--- config.mk ---
export PLATFORM = sky130hd
export DESIGN_NAME = prbs_word_gen
export DESIGN_NICKNAME = d
export VERILOG_FILES = /design/src/rtl/prbs_pkg.sv /design/src/rtl/prbs_advance.sv /design/src/rtl/prbs_word_fmt.sv /design/src/rtl/prbs_word_gen.sv
export SDC_FILE = /design/constraint.sdc
export NUM_CORES = 1
export LEC_CHECK = 0
export CELL_PAD_IN_SITES_DETAIL_PLACEMENT = 1
export CELL_PAD_IN_SITES_GLOBAL_PLACEMENT = 1
export CORE_MARGIN = 5
export CORE_UTILIZATION = 35
export DETAILED_ROUTE_END_ITERATION = 6
export HOLD_SLACK_MARGIN = 0.08
export PLACE_DENSITY = 0.66
export SETUP_SLACK_MARGIN = 0.2
export SLEW_MARGIN = 15
export SYNTH_ARGS = -nofsm -noshare
export SYNTH_HDL_FRONTEND = slang
export SYNTH_HIERARCHICAL = 1
export SYNTH_SLANG_ARGS = --single-unit
--- constraint.sdc ---
create_clock -name clk -period 2.3 [get_ports clk]
set_clock_uncertainty 0.1 [all_clocks]
set_input_delay 0.46 -clock clk [delete_from_list [all_inputs] [get_ports clk]]
set_output_delay 0.46 -clock clk [all_outputs]
set_load 0.1 [all_outputs]
--- src/rtl/prbs_pkg.sv ---
package prbs_pkg;

  typedef enum logic {
    FORM_FIB    = 1'b0,
    FORM_GALOIS = 1'b1
  } prbs_form_e;

endpackage

--- src/rtl/prbs_advance.sv ---
// Unrolled next-state function: DATA_W single steps in one combinational pass.
module prbs_advance #(
  parameter int                      STATE_W = 31,
  parameter logic [STATE_W-1:0]      POLY    = 31'h10000001,
  parameter prbs_pkg::prbs_form_e    FORM    = prbs_pkg::FORM_FIB,
  parameter int                      DATA_W  = 8
) (
  input  logic [STATE_W-1:0] state_i,
  output logic [STATE_W-1:0] state_o,
  output logic [DATA_W-1:0]  bits_o
);

  logic [STATE_W-1:0] chain [DATA_W+1];

  assign chain[0] = state_i;
  assign state_o  = chain[DATA_W];

  for (genvar k = 0; k < DATA_W; k++) begin : g_step
    if (FORM == prbs_pkg::FORM_GALOIS) begin : g_gal
      logic top_bit;
      assign top_bit = chain[k][STATE_W-1];
      assign chain[k+1] = {chain[k][STATE_W-2:0], 1'b0} ^ (top_bit ? POLY : '0);
      assign bits_o[DATA_W-1-k] = top_bit;
    end else begin : g_fib
      // poly bit 0 pairs with the top state bit, poly bit i with state bit i-1
      localparam logic [STATE_W-1:0] TAP_MASK = {POLY[0], POLY[STATE_W-1:1]};
      logic fb;
      assign fb = ^(chain[k] & TAP_MASK);
      assign chain[k+1] = {chain[k][STATE_W-2:0], fb};
      assign bits_o[DATA_W-1-k] = fb;
    end
  end

endmodule

--- src/rtl/prbs_word_fmt.sv ---
// Output shaping: optional mirror of the word, optional complement.
module prbs_word_fmt #(
  parameter int   DATA_W  = 8,
  parameter logic REVERSE = 1'b0,
  parameter logic INVERT  = 1'b1
) (
  input  logic [DATA_W-1:0] bits_i,
  output logic [DATA_W-1:0] word_o
);

  logic [DATA_W-1:0] ordered;

  if (REVERSE) begin : g_rev
    for (genvar b = 0; b < DATA_W; b++) begin : g_bit
      assign ordered[b] = bits_i[DATA_W-1-b];
    end
  end else begin : g_fwd
    assign ordered = bits_i;
  end

  assign word_o = ordered ^ {DATA_W{INVERT}};

endmodule

--- src/rtl/prbs_word_gen.sv ---
module prbs_word_gen #(
  parameter int                      STATE_W = 31,
  parameter logic [STATE_W-1:0]      POLY    = 31'h10000001,
  parameter logic [STATE_W-1:0]      SEED    = '1,
  parameter prbs_pkg::prbs_form_e    FORM    = prbs_pkg::FORM_FIB,
  parameter logic                    REVERSE = 1'b0,
  parameter logic                    INVERT  = 1'b1,
  parameter int                      DATA_W  = 8
) (
  input  logic              clk,
  input  logic              rst,
  input  logic              step_en,
  output logic [DATA_W-1:0] word_o
);

  logic [STATE_W-1:0] state_q;
  logic [STATE_W-1:0] state_nxt;
  logic [DATA_W-1:0]  raw_bits;
  logic [DATA_W-1:0]  word_nxt;
  logic [DATA_W-1:0]  word_q;

  prbs_advance #(
    .STATE_W (STATE_W),
    .POLY    (POLY),
    .FORM    (FORM),
    .DATA_W  (DATA_W)
  ) u_adv (
    .state_i (state_q),
    .state_o (state_nxt),
    .bits_o  (raw_bits)
  );

  prbs_word_fmt #(
    .DATA_W  (DATA_W),
    .REVERSE (REVERSE),
    .INVERT  (INVERT)
  ) u_fmt (
    .bits_i (raw_bits),
    .word_o (word_nxt)
  );

  always_ff @(posedge clk) begin
    if (rst) begin
      state_q <= SEED;
      word_q  <= '0;
    end else if (step_en) begin
      state_q <= state_nxt;
      word_q  <= word_nxt;
    end
  end

  assign word_o = word_q;

endmodule

* Word level (Yosys, flattened, before mapping)
Index checks and enable logic that the tools add are counted.
** Storage, ports and cells
- Input port bits :: 3
- Register bits after elaboration :: 39
- Logic and storage cells :: 11
- Output and inout bits :: 8
** Cells by class
- Reduce and logical (&&, ||, !) cells :: 8
- Bitwise operators :: 1
** Operators with widths (number)
- $reduce_xor A31 Y1 :: 8
- $not A8 Y8 :: 1

* Longest topological paths before layout
- Word-level depth :: 2
- Gate-level depth with buffers :: 5

* By module
Netlist, hierarchy kept.
** Modules (own cells, without submodules)
- prbs_word_gen :: area each 1460.2 um^2, cells each 129, sequential area each 780.7 um^2, times used 1
- prbs_advance :: area each 362.8 um^2, cells each 47, sequential area each 0.0 um^2, times used 1
- prbs_word_fmt :: area each 30.0 um^2, cells each 8, sequential area each 0.0 um^2, times used 1

* Worst setup path after synthesis
Ideal clock, no wire load.
- Path kind :: reg2out
- Start point :: register word_q[0], in the netlist word_o[0]
- End point :: output port word_o[0]
- Arrival time :: 0.924 ns
- Cell stages (with the launch flop) :: 1
- Required time :: 1.740 ns
- Buffers on the path :: 0
- Setup slack :: 0.816 ns
- Path through :: dfxtp_1
** RTL lines
- start: declaration :: line prbs_word_gen.sv:20 : logic [DATA_W-1:0] word_q;
- start signal: assignment :: line prbs_word_gen.sv:48 : word_q <= word_nxt;
- end: declaration :: line prbs_word_gen.sv:13 : output logic [DATA_W-1:0] word_o
No word-level cell between the ends.

* Final worst setup path
- Start point :: register word_q[6], in the netlist word_o[6]
- End point :: output port word_o[6]
No word-level cell between the ends.

==> impl_metrics.toml <==
[layout]
antenna_cells = 0
layout.cells.non_filler = 224
multi_input_comb_area_um2 = 646
syn2layout_area_growth_pct = -5.47
drive_above_1_share = 0.123
fillers = 595
postLayoutCoreUtil = 0.341
seq_area_um2 = 781
fin_nets = 156

[setup_path]
max_stage_delay_ns = 0.35
setup.worst_path.class = "reg -> out"
cp_max_fo = 2
crit_family = "flip-flops"
start_kind = "register"
crit_slowest_cell = "dfxtp_1"
required_ns = 1.74
reg2reg_depth = 4
path_cells = "buf_4"
worst-path-stages = 1
arrival_ns = 0.94
endpoint_kind = "primary output"
cp_num_buf_inv = 1

[power]
p_per_area_nw_per_um2 = 839
p_leak_nw = 0.716
irDropWorstVdd_uv = 283

[clocking]
tritoncts = "built"
path_clk_slew_ns = 0.07
cts_buffers = 5
cts_hold_buf = 0
clockBufferDepth = 2
cts_num_sinks = 39
cts-root-buf = "clkbuf_8"
cts-resized-gates = 0
cts_max_level = 2
clock_latency_ns = 0.29
post-cts-setup-buffers = 0

[yosys]
yosys_warnings = 6
yosysSeqAreaShare = 0.421
synth_ff_type = "dfxtp_1"
synthArstFlopShare = 0
synth_top_cell_area_share = 0.421
netlist_area_um2 = 1850
syn_area_per_cell_um2 = 10.1
synth-seq-cells = 39
synthDistinctLibCells = 12
synth_edf_count = 0
synth_top_cell_by_area = "dfxtp_1"
syn-num-nets = 187
yosys-top-cells-area = "dfxtp_1, buf_4, a211o_1"
synthTopCellsByCount = "buf_4, dfxtp_1, a211o_1, nor2b_1"
synthCells = 184

[die]
die_area_um2 = 6850
rows = 26
coreArea_um2 = 5140
die_h_um = 82.8
io-pin-count = 11
fp.dieW_um = 82.8
start_util = 0.361

[timing]
tns_ns = 0
fmax_ghz = 0.668
slew_violations = 0
finalHoldViolCount = 0
tightest_slew_ns = 0.514
slew_headroom = 0.657
holdWs_ns = 0.355
grt_setup_unrepaired = "no"
final.min_clock_period_ns = 1.50
finalSetupViolCount = 0
fin_crit_sh = 0.651

[global_route]
grt_max_degree = 40
grt_pass1_wl_um = 4600
antenna_found_initial = 0
grt_pass1_vias = 956
grt_overflow = 0
grt_use_met1 = 0.113
grtUsageMet2 = 0.136
grt_usage = 0.0929
use_met3 = 0.0423
busiest_layer = "met2"

[routing]
wirelength_um = 2750
wl_per_cell_um = 12.3
drc = 0
vias = 975
drtAntennaViolNets = 0
first_pass_iters = 4
via_per_inst = 4.35
drt_iter0_drc = 54

[hold_path]
worstHoldPathType = "reg -> reg"
worstHoldPathCells = 1

[placement]
numPortBuffers = 10
gp_congestion = 0.699
placed_cells = 216

[flow_run]
drv_cap = 0

[outcome]
status = "finished clean"
-- worst reg2reg max path: cells and delay by family, from the launching register on --
family	cells	cell delay, ns
flip-flops	1	0.40
XOR/XNOR	1	0.27
multiplexers	1	0.16
buffers and inverters	1	0.09
AND/OR/NAND/NOR	1	0.05
-- final timing paths --
| path | startpoint | endpoint | slack (ns) |
|---|---|---|---|
| max | word_o[6] | word_o[6] | 0.80 |
| min | state_q[18] | state_q[26] | 0.36 |
| max reg2reg | state_q[23] | word_o[0] | 1.11 |
| min reg2reg | state_q[18] | state_q[26] | 0.36 |
-- registers in the layout, indices dropped and copies added, names as in the netlist --
signal   cells
word_o       8
state_q     31
-- area by class of cell --
type                            instances  share of cell area
Clock inverter                          2             0.00714
Multi-Input combinational cell         86               0.369
Sequential cell                        39               0.446
Inverter                                8              0.0171
Tap cell                               70              0.0500
Clock buffer                            6              0.0414
Timing Repair Buffer                   13              0.0700
-- layer usage --
| metal | wire (um) | up-vias | share of wire |
|---|---|---|---|
| li1 | - | 503 | - |
| met1 | 1300 | 450 | 0.47 |
| met2 | 1250 | 15 | 0.45 |
| met3 | 146 | 7 | 0.053 |
| met4 | 54 | 0 | 0.020 |
| met5 | 0 | - | 0 |
-- where the power goes --
part	internal (mW)	switching [mW]	total [mW]	leakage, nW
Clock	0.212	0.228	0.439	0.0412
Sequential	0.729	0.0306	0.759	0.324
Combinational	0.0922	0.179	0.272	0.350
Total	1.03	0.438	1.47	0.716
-- stage by stage --
step           cell area, um2  setup slack, ns  power [mW]
6_report                 1750            0.803        1.47
5_1_grt                  1750            0.763        1.55
4_1_cts                  1750            0.783        1.50
3_5_place_dp             1670            0.632        1.05
3_3_place_gp             1670            0.664        1.04
2_1_floorplan            1850            0.816        1.08
-- logic make-up after synthesis --
group | share of synthesized area
and+or+nand+nor | 0.121
DFF | 0.421
AOI/OAI and AO/OA | 0.147
muxes | 0.0432
xor gates and xnor gates | 0.0378
buffers and inverters | 0.230
-- cell usage in the layout, fill, tap and decap left out, types with 2 or more instances in the layout --
cell type / instances
buf_12: 2
xor2_1: 8
dfxtp_1: 39
nor2b_1: 31
clkbuf_8: 5
nor2_1: 8
a211o_1: 31
buf_4: 9
mux2i_1: 8
inv_1: 8
Power figures use the tool's default switching activity.
